==> src/rtl/tpwm_pkg.sv <==
package tpwm_pkg;

    typedef enum logic [1:0] {
        CAR_IDLE = 2'd0,
        CAR_UP   = 2'd1,
        CAR_DOWN = 2'd2
    } car_state_t;

    localparam int ADDR_W  = 4;
    localparam int A_RUN   = 0;
    localparam int A_MODE  = 1;
    localparam int A_POL   = 2;
    localparam int A_DEAD  = 3;
    localparam int A_HALF  = 4;
    localparam int A_CBUF0 = 5;
    localparam int A_CIMM0 = 8;

endpackage

==> src/rtl/tpwm_regs.sv <==
module tpwm_regs
    import tpwm_pkg::*;
#(
    parameter int W   = 16,
    parameter int NPH = 3
) (
    input  logic              clk,
    input  logic              rst_n,
    input  logic              wr_en,
    input  logic [ADDR_W-1:0] wr_addr,
    input  logic [W-1:0]      wr_data,
    input  logic              running,
    input  logic              start,
    input  logic              crest,
    input  logic              trough,
    output logic              run_en,
    output logic              pol_hi,
    output logic              pol_lo,
    output logic [W-1:0]      td,
    output logic [W-1:0]      period_w,
    output logic [W-1:0]      cmp_w   [NPH],
    output logic [W-1:0]      cmp_buf [NPH]
);

    logic [1:0]   mode_q;
    logic [W-1:0] half_buf;
    logic         locked;
    logic         xfer;

    // Polarity and dead time are frozen from the run write until the carrier is idle again.
    assign locked = run_en | running;
    assign xfer   = start | (crest & mode_q[0]) | (trough & mode_q[1]);

    always_ff @(posedge clk or negedge rst_n) begin
        if (!rst_n) begin
            run_en   <= 1'b0;
            mode_q   <= 2'b00;
            pol_hi   <= 1'b1;
            pol_lo   <= 1'b1;
            td       <= '0;
            half_buf <= '0;
        end else if (wr_en) begin
            if (wr_addr == ADDR_W'(A_RUN))
                run_en <= wr_data[0];
            if (wr_addr == ADDR_W'(A_MODE))
                mode_q <= wr_data[1:0];
            if (wr_addr == ADDR_W'(A_POL) && !locked) begin
                pol_hi <= wr_data[0];
                pol_lo <= wr_data[1];
            end
            if (wr_addr == ADDR_W'(A_DEAD) && !locked)
                td <= wr_data;
            if (wr_addr == ADDR_W'(A_HALF))
                half_buf <= wr_data;
        end
    end

    always_ff @(posedge clk or negedge rst_n) begin
        if (!rst_n)
            period_w <= '0;
        else if (xfer)
            period_w <= half_buf + {td[W-2:0], 1'b0};
    end

    // Buffered and immediate compare paths; the immediate write overrides a transfer in the same clock.
    always_ff @(posedge clk or negedge rst_n) begin
        if (!rst_n) begin
            for (int p = 0; p < NPH; p++) begin
                cmp_buf[p] <= '0;
                cmp_w[p]   <= '0;
            end
        end else begin
            for (int p = 0; p < NPH; p++) begin
                if (wr_en && wr_addr == ADDR_W'(A_CIMM0 + p)) begin
                    cmp_buf[p] <= wr_data;
                    cmp_w[p]   <= wr_data;
                end else begin
                    if (wr_en && wr_addr == ADDR_W'(A_CBUF0 + p))
                        cmp_buf[p] <= wr_data;
                    if (xfer)
                        cmp_w[p] <= cmp_buf[p];
                end
            end
        end
    end

    AST_POL_LOCK: assert property (@(posedge clk) disable iff (!rst_n)
        $past(locked) |-> ($stable(pol_hi) && $stable(pol_lo)));
    AST_TD_LOCK: assert property (@(posedge clk) disable iff (!rst_n)
        $past(locked) |-> $stable(td));

    for (genvar g = 0; g < NPH; g++) begin : g_imm_chk
        AST_IMM_LOAD: assert property (@(posedge clk) disable iff (!rst_n)
            (wr_en && wr_addr == ADDR_W'(A_CIMM0 + g)) |=> (cmp_w[g] == $past(wr_data)));
    end

endmodule

==> src/rtl/tpwm_carrier.sv <==
module tpwm_carrier
    import tpwm_pkg::*;
#(
    parameter int W = 16
) (
    input  logic         clk,
    input  logic         rst_n,
    input  logic         run_en,
    input  logic [W-1:0] period_w,
    output logic [W-1:0] cnt,
    output logic         count_down,
    output logic         crest,
    output logic         trough,
    output logic         running,
    output logic         start
);

    car_state_t   state_q, state_d;
    logic [W-1:0] cnt_q, cnt_d;

    always_ff @(posedge clk or negedge rst_n) begin
        if (!rst_n) begin
            state_q <= CAR_IDLE;
            cnt_q   <= '0;
        end else begin
            state_q <= state_d;
            cnt_q   <= cnt_d;
        end
    end

    always_comb begin
        state_d = state_q;
        cnt_d   = cnt_q;
        unique case (state_q)
            CAR_IDLE: begin
                cnt_d = '0;
                if (run_en)
                    state_d = CAR_UP;
            end
            CAR_UP: begin
                if (!run_en) begin
                    state_d = CAR_IDLE;
                    cnt_d   = '0;
                end else if (cnt_q >= period_w) begin
                    state_d = CAR_DOWN;
                    cnt_d   = (cnt_q == '0) ? '0 : cnt_q - W'(1);
                end else begin
                    cnt_d = cnt_q + W'(1);
                end
            end
            CAR_DOWN: begin
                if (!run_en) begin
                    state_d = CAR_IDLE;
                    cnt_d   = '0;
                end else if (cnt_q == '0) begin
                    state_d = CAR_UP;
                end else begin
                    cnt_d = cnt_q - W'(1);
                end
            end
            default: begin
                state_d = CAR_IDLE;
                cnt_d   = '0;
            end
        endcase
    end

    always_comb begin
        cnt        = cnt_q;
        count_down = (state_q == CAR_DOWN);
        running    = (state_q != CAR_IDLE);
        start      = (state_q == CAR_IDLE) && run_en;
        crest      = (state_q == CAR_UP)   && run_en && (cnt_q >= period_w);
        trough     = (state_q == CAR_DOWN) && run_en && (cnt_q == '0);
    end

    AST_CREST_ONE_CLK: assert property (@(posedge clk) disable iff (!rst_n)
        crest |=> !crest);
    AST_TROUGH_ONE_CLK: assert property (@(posedge clk) disable iff (!rst_n)
        trough |=> (!trough && state_q == CAR_UP));
    AST_UP_BOUND: assert property (@(posedge clk) disable iff (!rst_n)
        (state_q == CAR_UP) |-> (cnt_q <= period_w));
    AST_IDLE_ZERO: assert property (@(posedge clk) disable iff (!rst_n)
        (state_q == CAR_IDLE) |-> (cnt_q == '0));

endmodule

==> src/rtl/tpwm_phase.sv <==
module tpwm_phase #(
    parameter int W = 16
) (
    input  logic         clk,
    input  logic         rst_n,
    input  logic         running,
    input  logic         start,
    input  logic [W-1:0] cnt,
    input  logic [W-1:0] cmp,
    input  logic [W-1:0] cmp_init,
    input  logic [W-1:0] td,
    input  logic         pol_hi,
    input  logic         pol_lo,
    output logic         pin_hi,
    output logic         pin_lo
);

    logic [W-1:0] hi_dt, lo_dt;
    logic         hi_req, hi_act, lo_act;

    assign hi_req = (cnt >= cmp);

    // The start preset reproduces the first-output rule: a side whose request already
    // holds at start is treated as settled, otherwise it waits out the dead time.
    always_ff @(posedge clk or negedge rst_n) begin
        if (!rst_n) begin
            hi_dt <= '0;
            lo_dt <= '0;
        end else if (start) begin
            hi_dt <= (cmp_init == '0) ? td : '0;
            lo_dt <= (cmp_init > td)  ? td : '0;
        end else if (!running) begin
            hi_dt <= '0;
            lo_dt <= '0;
        end else if (hi_req) begin
            lo_dt <= '0;
            if (hi_dt < td)
                hi_dt <= hi_dt + W'(1);
        end else begin
            hi_dt <= '0;
            if (lo_dt < td)
                lo_dt <= lo_dt + W'(1);
        end
    end

    always_comb begin
        hi_act = running &&  hi_req && (hi_dt >= td);
        lo_act = running && !hi_req && (lo_dt >= td);
        pin_hi = hi_act ? pol_hi : ~pol_hi;
        pin_lo = lo_act ? pol_lo : ~pol_lo;
    end

    AST_DT_GAP: assert property (@(posedge clk) disable iff (!rst_n)
        ((td != '0) && $fell(lo_act)) |-> !hi_act);
    AST_DT_GAP_LO: assert property (@(posedge clk) disable iff (!rst_n)
        ((td != '0) && $fell(hi_act)) |-> !lo_act);

endmodule

==> src/rtl/tpwm_bridge.sv <==
module tpwm_bridge
    import tpwm_pkg::*;
#(
    parameter int W   = 16,
    parameter int NPH = 3
) (
    input  logic              clk,
    input  logic              rst_n,
    input  logic              wr_en,
    input  logic [ADDR_W-1:0] wr_addr,
    input  logic [W-1:0]      wr_data,
    output logic [NPH-1:0]    pwm_hi,
    output logic [NPH-1:0]    pwm_lo,
    output logic [W-1:0]      carrier_cnt,
    output logic              count_down,
    output logic              crest,
    output logic              trough
);

    logic         run_en, pol_hi, pol_lo, running, start;
    logic [W-1:0] td, period_w;
    logic [W-1:0] cmp_w   [NPH];
    logic [W-1:0] cmp_buf [NPH];

    tpwm_regs #(.W(W), .NPH(NPH)) u_regs (
        .clk      (clk),
        .rst_n    (rst_n),
        .wr_en    (wr_en),
        .wr_addr  (wr_addr),
        .wr_data  (wr_data),
        .running  (running),
        .start    (start),
        .crest    (crest),
        .trough   (trough),
        .run_en   (run_en),
        .pol_hi   (pol_hi),
        .pol_lo   (pol_lo),
        .td       (td),
        .period_w (period_w),
        .cmp_w    (cmp_w),
        .cmp_buf  (cmp_buf)
    );

    tpwm_carrier #(.W(W)) u_carrier (
        .clk        (clk),
        .rst_n      (rst_n),
        .run_en     (run_en),
        .period_w   (period_w),
        .cnt        (carrier_cnt),
        .count_down (count_down),
        .crest      (crest),
        .trough     (trough),
        .running    (running),
        .start      (start)
    );

    for (genvar p = 0; p < NPH; p++) begin : g_phase
        tpwm_phase #(.W(W)) u_phase (
            .clk      (clk),
            .rst_n    (rst_n),
            .running  (running),
            .start    (start),
            .cnt      (carrier_cnt),
            .cmp      (cmp_w[p]),
            .cmp_init (cmp_buf[p]),
            .td       (td),
            .pol_hi   (pol_hi),
            .pol_lo   (pol_lo),
            .pin_hi   (pwm_hi[p]),
            .pin_lo   (pwm_lo[p])
        );
    end

endmodule

==> config.mk <==
export PLATFORM = sky130hd
export DESIGN_NAME = tpwm_bridge
export DESIGN_NICKNAME = d
export VERILOG_FILES = /design/src/rtl/tpwm_pkg.sv /design/src/rtl/tpwm_regs.sv /design/src/rtl/tpwm_carrier.sv /design/src/rtl/tpwm_phase.sv /design/src/rtl/tpwm_bridge.sv
export SDC_FILE = /design/constraint.sdc
export NUM_CORES = 1
export LEC_CHECK = 0
export ABC_AREA = 1
export BUFFER_PORTS_ARGS = -buffer_cell sky130_fd_sc_hd__buf_2
export CAP_MARGIN = 20
export CORE_UTILIZATION = 60
export DETAILED_ROUTE_END_ITERATION = 8
export GPL_TIMING_DRIVEN = 0
export PLACE_DENSITY_LB_ADDON = 0.12
export SLEW_MARGIN = 20
export SYNTH_ARGS = -nofsm -noshare
export SYNTH_HDL_FRONTEND = slang
export SYNTH_SLANG_ARGS = --single-unit
==> constraint.sdc <==
create_clock -name clk -period 2.7 [get_ports clk]
set_clock_uncertainty 0.1 [all_clocks]
set_input_delay 0.27 -clock clk [delete_from_list [all_inputs] [get_ports clk]]
set_output_delay 0.27 -clock clk [all_outputs]
set_load 0.05 [all_outputs]
==> results of run 1 <==
[routing by layer]
| layer | up-vias | GRT usage | routed length [µm] |
|---|---|---|---|
| met4 | 2 | 0.1677 | 3638 |
| met3 | 308 | 0.07561 | 8654 |
| met2 | 1224 | 0.6174 | 32800 |
| li1 | 10124 | - | - |
| met1 | 10482 | 0.5564 | 29270 |
| met5 | - | 0 | 13 |
[sequential cells by signal, summed over array words and instances, names as in the netlist]
name	count
u_regs.period_w	16
u_regs.mode_q	2
u_regs.cmp_w	48
u_regs.pol_hi	1
g_phase.u_phase.lo_dt	48
u_regs.td	16
u_regs.run_en	1
u_carrier.state_q	2
g_phase.u_phase.hi_dt	48
u_regs.cmp_buf	48
u_carrier.cnt	16
u_regs.pol_lo	1
u_regs.half_buf	16
[logic make-up after synthesis]
logic type / Yosys count
fa+ha+maj: 235
compound gates: 416
flops: 263
buf+inv: 407
simple gates: 1483
xor+xnor: 116
[worst reg2reg max path: stages (launching register included)]
cell and delay [ns]:
dfrtp_2 0.55, buf_6 0.18, buf_6 0.10, buf_6 0.11, ha_4 0.27, nand4_1 0.15
nor3_2 0.23, nand2_2 0.12, buf_6 0.13, buf_6 0.10, buf_6 0.10, buf_6 0.12
nand3_4 0.11, buf_12 0.13, inv_8 0.05, nand2_2 0.06, nand3_2 0.09, nand2_2 0.07
inv_1 0.05
[per-stage QoR]
stage	TNS, ns	cell area (µm²)	setup slack (ns)	hold WS, ns
detailed placement	-61.89	21420	-1.124	0.2005
global route	-25.51	26410	-0.5715	0.2293
floorplan	0	20570	0.007719	-0.1256
CTS	-2.569	24800	-0.4393	0.1953
global placement	-1011.48	21360	-4.145	0.3679
finish	-17.34	26420	-0.4862	0.1610
[synth_stat cells, types with 11 or more instances]
cell type,count,area (µm²)
nor3_1,46,230.2
buf_2,14,70.07
ha_1,234,2928
or2_2,13,81.33
clkbuf_1,50,187.7
nor4_1,11,68.82
o21ai_0,248,1241
a21oi_1,130,650.6
buf_4,12,90.09
inv_1,311,1167
xor2_1,85,744.5
nand4_1,91,569.3
nor2_1,222,833.3
nand3_1,143,715.7
xnor2_1,31,271.5
dfrtp_1,261,6531
o21a_1,13,97.59
nand2_1,936,3513
[power breakdown]
group / switching [mW] / total [mW] / internal, mW
registers: 1.15 / 6.20 / 5.05
clock network: 1.85 / 4.96 / 3.11
logic: 9.64 / 15.8 / 6.19
total: 12.6 / 27.0 / 14.3
[area by class of cell]
type                            instances  area [µm²]
Antenna cell                            2       5.005
Buffer                                 75       489.2
Clock buffer                           37       818.3
Clock inverter                         20       361.6
Fill cell                            2325        7197
Inverter                              322        1318
Multi-Input combinational cell       2251       13810
Sequential cell                       263        6616
Tap cell                              448       560.5
Timing Repair Buffer                  256        2436
[repair_timing]
action / CTS / global route
setup endpoints to repair: 184 / 162
setup buffers: 115 / 65
cloned: 0 / 9
gates resized for setup: 224 / 307
hold endpoints to repair: 125 / 0
pin swaps: 69 / 72
hold buffers: 22 / 0
[worst max path at each step]
stage	slack, ns	from	cells past startpoint	endpoint
2_1_floorplan	0.008	u_carrier.cnt[1]	14	pwm_lo[2]
3_3_place_gp	-4.14	rst_n	1	u_carrier.cnt[10]
3_5_place_dp	-1.12	u_carrier.state_q[0]	11	pwm_lo[2]
4_1_cts	-0.44	u_regs.td[13]	10	pwm_hi[2]
5_1_grt	-0.57	u_carrier.cnt[11]	11	pwm_lo[0]
6_report	-0.49	u_regs.td[10]	10	pwm_hi[2]
==> key figures, run 1 <==
Cells and area
  – Most frequent cells in the layout: nand2_1 (839), inv_1 (279), dfrtp_1 (237), o21ai_0 (222), ha_1 (195)
  – Most common cell after layout, fill and taps aside: nand2_1
  – Layout Cells excl Fill: 3674
  – Layout cells sized above 1: 0.2038
  – Final Net Count: 3458
  – Synthesis-to-finish area growth: 28.63%
  – Final core utilization: 0.7859

STA
  – Relative slew slack: 0.4603
  – Slew @ Worst Pin: 0.8066 ns
  – Achievable frequency: 313.9 MHz
  – Final worst path period need: 3.186 ns
  – RSZ-0062 raised after global routing: yes
  – Final worst slack: -0.4862 ns
  – Fin. Hold Viols: 0
  – Slew Limit Fails: 0
  – Final setup viols: 111
  – Period utilization: 1.180

Drt
  – Via count: 22140
  – First-pass iteration count of the detailed router: 6
  – Post-DRT Antenna Nets: 0
  – WL final: 74380 µm
  – Initial drt markers: 2446
  – Routed WL per cell: 20.24 µm
  – Routed vias/inst: 6.026
  – Remaining DRCs: 0

Floorplan
  – Starting density of the core: 0.6110
  – Core area: 33620 µm²
  – Die Span Y: 187.0 µm
  – Ports: 48
  – Die area: 34970 µm²
  – Die X: 187.0 µm
  – # rows: 67

Pwr
  – Cell Pwr Density: 1022 nW/µm²
  – Power, Total: 26.99 mW
  – Max VDD drop: 0.7423 mV
  – Leak Pwr: 13.22 nW

Setup path
  – Largest stage delay on the critical path: 0.40 ns
  – Reg2Reg Launch Point: u_carrier.cnt[15]
  – Crit-path most repeated cell: nand2_1
  – Reg2Reg Setup Slack: -0.25 ns
  – Cell family with most CP delay: compound AO/OA/AOI/OAI gates
  – Sequence of cells on the critical path: clkinvlp_4 > buf_12 > ha_1 > nand2_1 > o21ai_0 > a21oi_1 > nand2_1 > o211ai_1 > nand2_4 > buf_8
  – Capture point of the worst reg-to-reg path: u_carrier.cnt[10]
  – Critical path capture point type: output pin
  – Critical path arrival: 2.82 ns
  – CP max-delay cell: dfrtp_1
  – Setup crit start kind: flop
  – Worst path required time: 2.33 ns
  – CP bufs+invs: 3
  – Worst reg-to-reg path cell count: 18
  – CP Max Fanout: 4
  – Crit Path Category: reg -> out

Synthesis
  – Avg Inst Size Synth: 7.034 µm²
  – Seq cells post-synth: 263
  – Compound-Gate Fraction of Synth Area: 0.1059
  – Post-Synth Adder-Cell Area: 0.1435
  – Number of enable flip-flop cells after synthesis: 0
  – Ys Warns: 0
  – Post-synthesis mux area share: 0
  – Gate Count Post-Synth: 2920
  – Seq/Total Area, Yosys: 0.3206
  – Unique masters post-synth: 41
  – Share of flip-flops with an asynchronous set or reset: 1.000
  – Synth Area in XOR/XNOR: 0.04947
  – Synthesized area: 20540 µm²
  – Post-Synth Simple-Gate Area: 0.3017
  – Top FF cell, synth: dfrtp_1
  – Combinational family with the most area after synthesis: simple AND/OR/NAND/NOR gates
  – Syn Nets: 3178

Global route
  – Initial antenna violation count: 1
  – Global-route wire length before repair: 110300 µm
  – Total global-route track usage: 0.4018
  – Vias in the first global route: 20786
  – Remaining global-route overflow: 0
  – Largest net degree at the start of global routing: 98

Placed design
  – Hpwl dp: 47800 µm
  – Port Buffer Count: 46
  – Final GP Congestion: 0.9698
  – Placed cell count: 3416

Clock network
  – CTS clock-pin slew for the worst setup and hold paths: 0.07 ns
  – CTS sink cnt: 263
  – Htree depth: 1
  – CTS tree: yes
  – Total clock buffers created by CTS: 31
  – Worst-skew pair later-pin latency: 0.59 ns
  – CTS Buffer Depth: 3
  – Root Driver: clkbuf_16

Outcome
  – Violations in the final reports: setup timing
  – Outcome: complete, but fails checks

Run
  – Total of max-cap violations: 0

Worst hold path
  – Hold WC Path Type: in -> async
(Power assumes the default switching activity.)
==> run 2: changes to the inputs <==
--- a/config.mk
+++ b/config.mk
@@ -9,10 +9,13 @@
 export BUFFER_PORTS_ARGS = -buffer_cell sky130_fd_sc_hd__buf_2
 export CAP_MARGIN = 20
 export CORE_UTILIZATION = 60
+export CTS_CLUSTER_SIZE = 30
 export DETAILED_ROUTE_END_ITERATION = 8
 export GPL_TIMING_DRIVEN = 0
+export MAX_ROUTING_LAYER = met4
 export PLACE_DENSITY_LB_ADDON = 0.12
 export SLEW_MARGIN = 20
 export SYNTH_ARGS = -nofsm -noshare
 export SYNTH_HDL_FRONTEND = slang
+export SYNTH_HIERARCHICAL = 1
 export SYNTH_SLANG_ARGS = --single-unit
==> run 2 against run 1 <==
The flow still finishes with violations (setup timing); synthesized cell count up 8.2%; die area up 7.2%; sequential share of layout area down 1.2 points; fmax down 5.4%; sequential cell count unchanged; setup slack worse by 0.18 ns; register-to-register slack worse by 0.15 ns; combinational power about the same; sequential power up 13%; synthesized area up 7.2%; via count up 10%.
==> key figures, run 2 <==
Outcome
  – Outcome: complete, but fails checks
  – Violations in the final reports: setup timing

STA
  – Relative slew slack: 0.2637 (-0.1966)
  – Slew Limit Fails: 0 (unchanged)
  – Period utilization: 1.247 (+0.06713)
  – Final worst path period need: 3.367 ns (+0.1813 ns)
  – Final worst slack: -0.6675 ns (-0.1813 ns)
  – Final setup viols: 98 (-12%)
  – Fin. Hold Viols: 0 (unchanged)
  – Slew @ Worst Pin: 1.104 ns (+0.2978 ns)
  – Achievable frequency: 297.0 MHz (-5.4%)
  – RSZ-0062 raised after global routing: yes
  – Hold slack: 0.05270 ns (-0.1083 ns)

Synthesis
  – Unique masters post-synth: 50 (+22%)
  – Syn Nets: 3419 (+7.6%)
  – Share of flip-flops with an asynchronous set or reset: 1.000 (unchanged)
  – Post-Synth Simple-Gate Area: 0.3504 (+0.04872)
  – Area leader, netlist: dfrtp_1
  – Post-synth top cells: nand2_1 (954), inv_1 (370), nand3_1 (287)
  – Number of enable flip-flop cells after synthesis: 0 (unchanged)
  – Ys Warns: 6 (+6)
  – Synth Area in XOR/XNOR: 0.03460 (-0.01487)
  – Most frequent cell after synthesis: nand2_1
  – Seq/Total Area, Yosys: 0.2989 (-0.02163)
  – Compound-Gate Fraction of Synth Area: 0.08561 (-0.02027)
  – Seq cells post-synth: 263 (unchanged)
  – Area contributors post-synth: dfrtp_1 (30%), nand2_1 (16%), ha_1 (13%)
  – Synthesized area: 22020 µm² (+7.2%)
  – Post-synthesis mux area share: 0 (unchanged)
  – Combinational family with the most area after synthesis: simple AND/OR/NAND/NOR gates
  – Synth top area share: 0.2965 (-0.02146)
  – Avg Inst Size Synth: 6.970 µm² (-0.91%)
  – Gate Count Post-Synth: 3160 (+8.2%)
  – Post-Synth Adder-Cell Area: 0.1344 (-0.009118)
  – Top FF cell, synth: dfrtp_1

Cells and area
  – Final core utilization: 0.7778 (-0.008084)
  – Fillers: 2480 (+6.7%)
  – Most common cell after layout, fill and taps aside: nand2_1
  – Final Net Count: 3668 (+6.1%)
  – Design area: 27870 µm² (+5.5%)
  – Most frequent cells in the layout: nand2_1 (907), inv_1 (350), nand3_1 (273), nor2_1 (241), dfrtp_1 (229)
  – Synthesis-to-finish area growth: 26.53%
  – Layout cells sized above 1: 0.2145 (+0.01067)

Drt
  – WL final: 85130 µm (+14%)
  – Routed vias/inst: 6.255 (+3.8%)
  – Remaining DRCs: 0 (unchanged)
  – Post-DRT Antenna Nets: 0 (unchanged)
  – First-pass iteration count of the detailed router: 6 (unchanged)
  – Met1 Wirelength: 31060 µm (+6.1%)
  – Top layer in use: met4
  – Via count: 24357 (+10%)
  – Met3 wire length: 10730 µm (+24%)
  – Initial drt markers: 3058 (+25%)
  – Routed wl met2: 37060 µm (+13%)
  – Routed WL per cell: 21.86 µm (+8.0%)

Floorplan
  – Core area: 35830 µm² (+6.6%)
  – Die area: 37480 µm² (+7.2%)
  – Ports: 48 (unchanged)
  – # rows: 69 (+3.0%)
  – Starting density of the core: 0.6147 (+0.003765)
  – Die X: 193.6 µm (+3.5%)
  – Die Span Y: 193.6 µm (+3.5%)

Pwr
  – Internal: 14.11 mW (-1.6%)
  – Clock share of power: 0.174 (-0.010)
  – Leak Pwr: 14.57 nW (+10%)
  – Reg power frac: 0.253 (+0.023)
  – Psw: 13.53 mW (+7.0%)
  – Logic pwr share: 0.573 (-0.014)
  – Cell Pwr Density: 992.0 nW/µm² (-2.9%)
  – Net Sw Frac: 0.4894 (+0.02107)
  – Power, Total: 27.64 mW (+2.4%)
  – Max VDD drop: 0.6723 mV (-9.4%)

Setup path
  – Worst path required time: 2.33 ns (about the same)
  – Critical path capture point type: output pin
  – Critical path arrival: 3.00 ns (+0.18 ns)
  – Setup crit start kind: flop
  – Crit Path Category: reg -> out
  – CP Max Fanout: 4 (unchanged)

Clock network
  – CTS Buffer Depth: 3 (unchanged)
  – Htree depth: 1 (unchanged)
  – CTS sink cnt: 263 (unchanged)
  – Total clock buffers created by CTS: 30 (-3.2%)
  – Root Driver: clkbuf_16
  – Worst-skew pair later-pin latency: 0.60 ns (about the same)
  – CTS clock-pin slew for the worst setup and hold paths: 0.06 ns (about the same)
  – CTS tree: yes

Global route
  – Largest net degree at the start of global routing: 98 (unchanged)
  – Global-route wire length before repair: 122500 µm (+11%)
  – Remaining global-route overflow: 0 (unchanged)
  – Total global-route track usage: 0.4303 (+0.02854)
  – Initial antenna violation count: 1 (unchanged)
  – Vias in the first global route: 22388 (+7.7%)

Worst hold path
  – Hold WC Path Type: in -> reg

Placed design
  – Port Buffer Count: 46 (unchanged)
  – Placed Instance Area: 23290 µm² (+8.7%)
  – Final GP Congestion: 0.9573 (-1.3%)
  – Hpwl dp: 52910 µm (+11%)
  – Pre-CTS setup slack: -0.4206 ns (+0.7033 ns)

Run
  – Total of max-cap violations: 0 (unchanged)
==> run 2: changes by cell type after synthesis, moves of 30 or more <==
cell     previous run  this run
inv_1             311       370
o22ai_1             0        48
nor2_1            222       258
buf_2              14        44
o21ai_0           248        68
nand3_1           143       287
==> run 2: worst max-delay path: stages, from the launching register on <==
cell,delay (ns)
dfrtp_2,0.43
buf_12,0.15
ha_4,0.26
nand4_1,0.15
nor3_2,0.57
nand2_4,0.20
nand2_8,0.14
buf_8,0.11
nand4_1,0.10
nand2_2,0.13
buf_8,0.15
==> run 2: cell families after synthesis <==
group | count (synthesis)
fa+ha+maj | 236
buf+inv | 501
flops | 263
compound gates | 326
xor+xnor | 87
simple gates | 1747
==> run 2: layout make-up <==
cell class                 count  area, µm²  area share
antenna                        1      2.502  0.00008979
buffer                        94      688.2     0.02469
timing repair buffer         222       2140     0.07677
clock inverter                18      306.5     0.01100
multi-input combinational   2396      15130      0.5429
clock buffer                  37      838.3     0.03008
timing repair inverter         1      11.26   0.0004041
inverter                     401       1540     0.05527
sequential                   263       6634      0.2380
tap                          461      576.8     0.02070
==> run 2: through the flow <==
stage	cells	setup TNS, ns
floorplan	3160	-3.711
global placement	3667	-975.64
detailed placement	3670	-35.69
CTS	3848	-11.66
global route	3894	-33.08
finish	3894	-23.81
==> run 2: metal layers <==
| layer | vias to the layer above | track usage |
|---|---|---|
| li1 | 10794 | - |
| met1 | 11245 | 0.5485 |
| met2 | 1786 | 0.6544 |
| met3 | 532 | 0.07619 |
| met4 | 0 | 0.2252 |
| met5 | - | - |
==> run 2: repair_timing <==
item,in CTS,in global routing
pin swaps,70,108
resized for setup,237,211
hold endpoints to repair,219,0
setup endpoints to repair,157,151
setup buffers,99,60
gates cloned,12,0
hold buffers,15,0
==> run 2: worst paths after layout <==
check                           slack (ns)                   to  depth (start not counted)                start
worst max-delay path                 -0.67            pwm_hi[2]                         10    u_carrier/cnt[13]
worst min-delay path                  0.05     u_regs/cmp_w[33]                          3           wr_data[1]
worst max register to register       -0.40     u_regs/cmp_w[42]                         17    u_carrier/cnt[14]
worst min register to register        0.38  u_regs/period_w[10]                          2  u_regs/period_w[10]
max in group asynchronous             1.17     u_carrier/cnt[7]                          3                rst_n
min in group asynchronous             0.21     u_carrier/cnt[9]                          3                rst_n
==> run 2: power groups by stage <==
stage,sequential (mW),clock [mW],combinational [mW]
global placement,6.85,0,10.9
global route,7.04,4.96,17.0
detailed placement,6.88,0,11.4
finish,6.99,4.80,15.9
CTS,6.74,4.80,13.7
floorplan,6.10,0,8.59
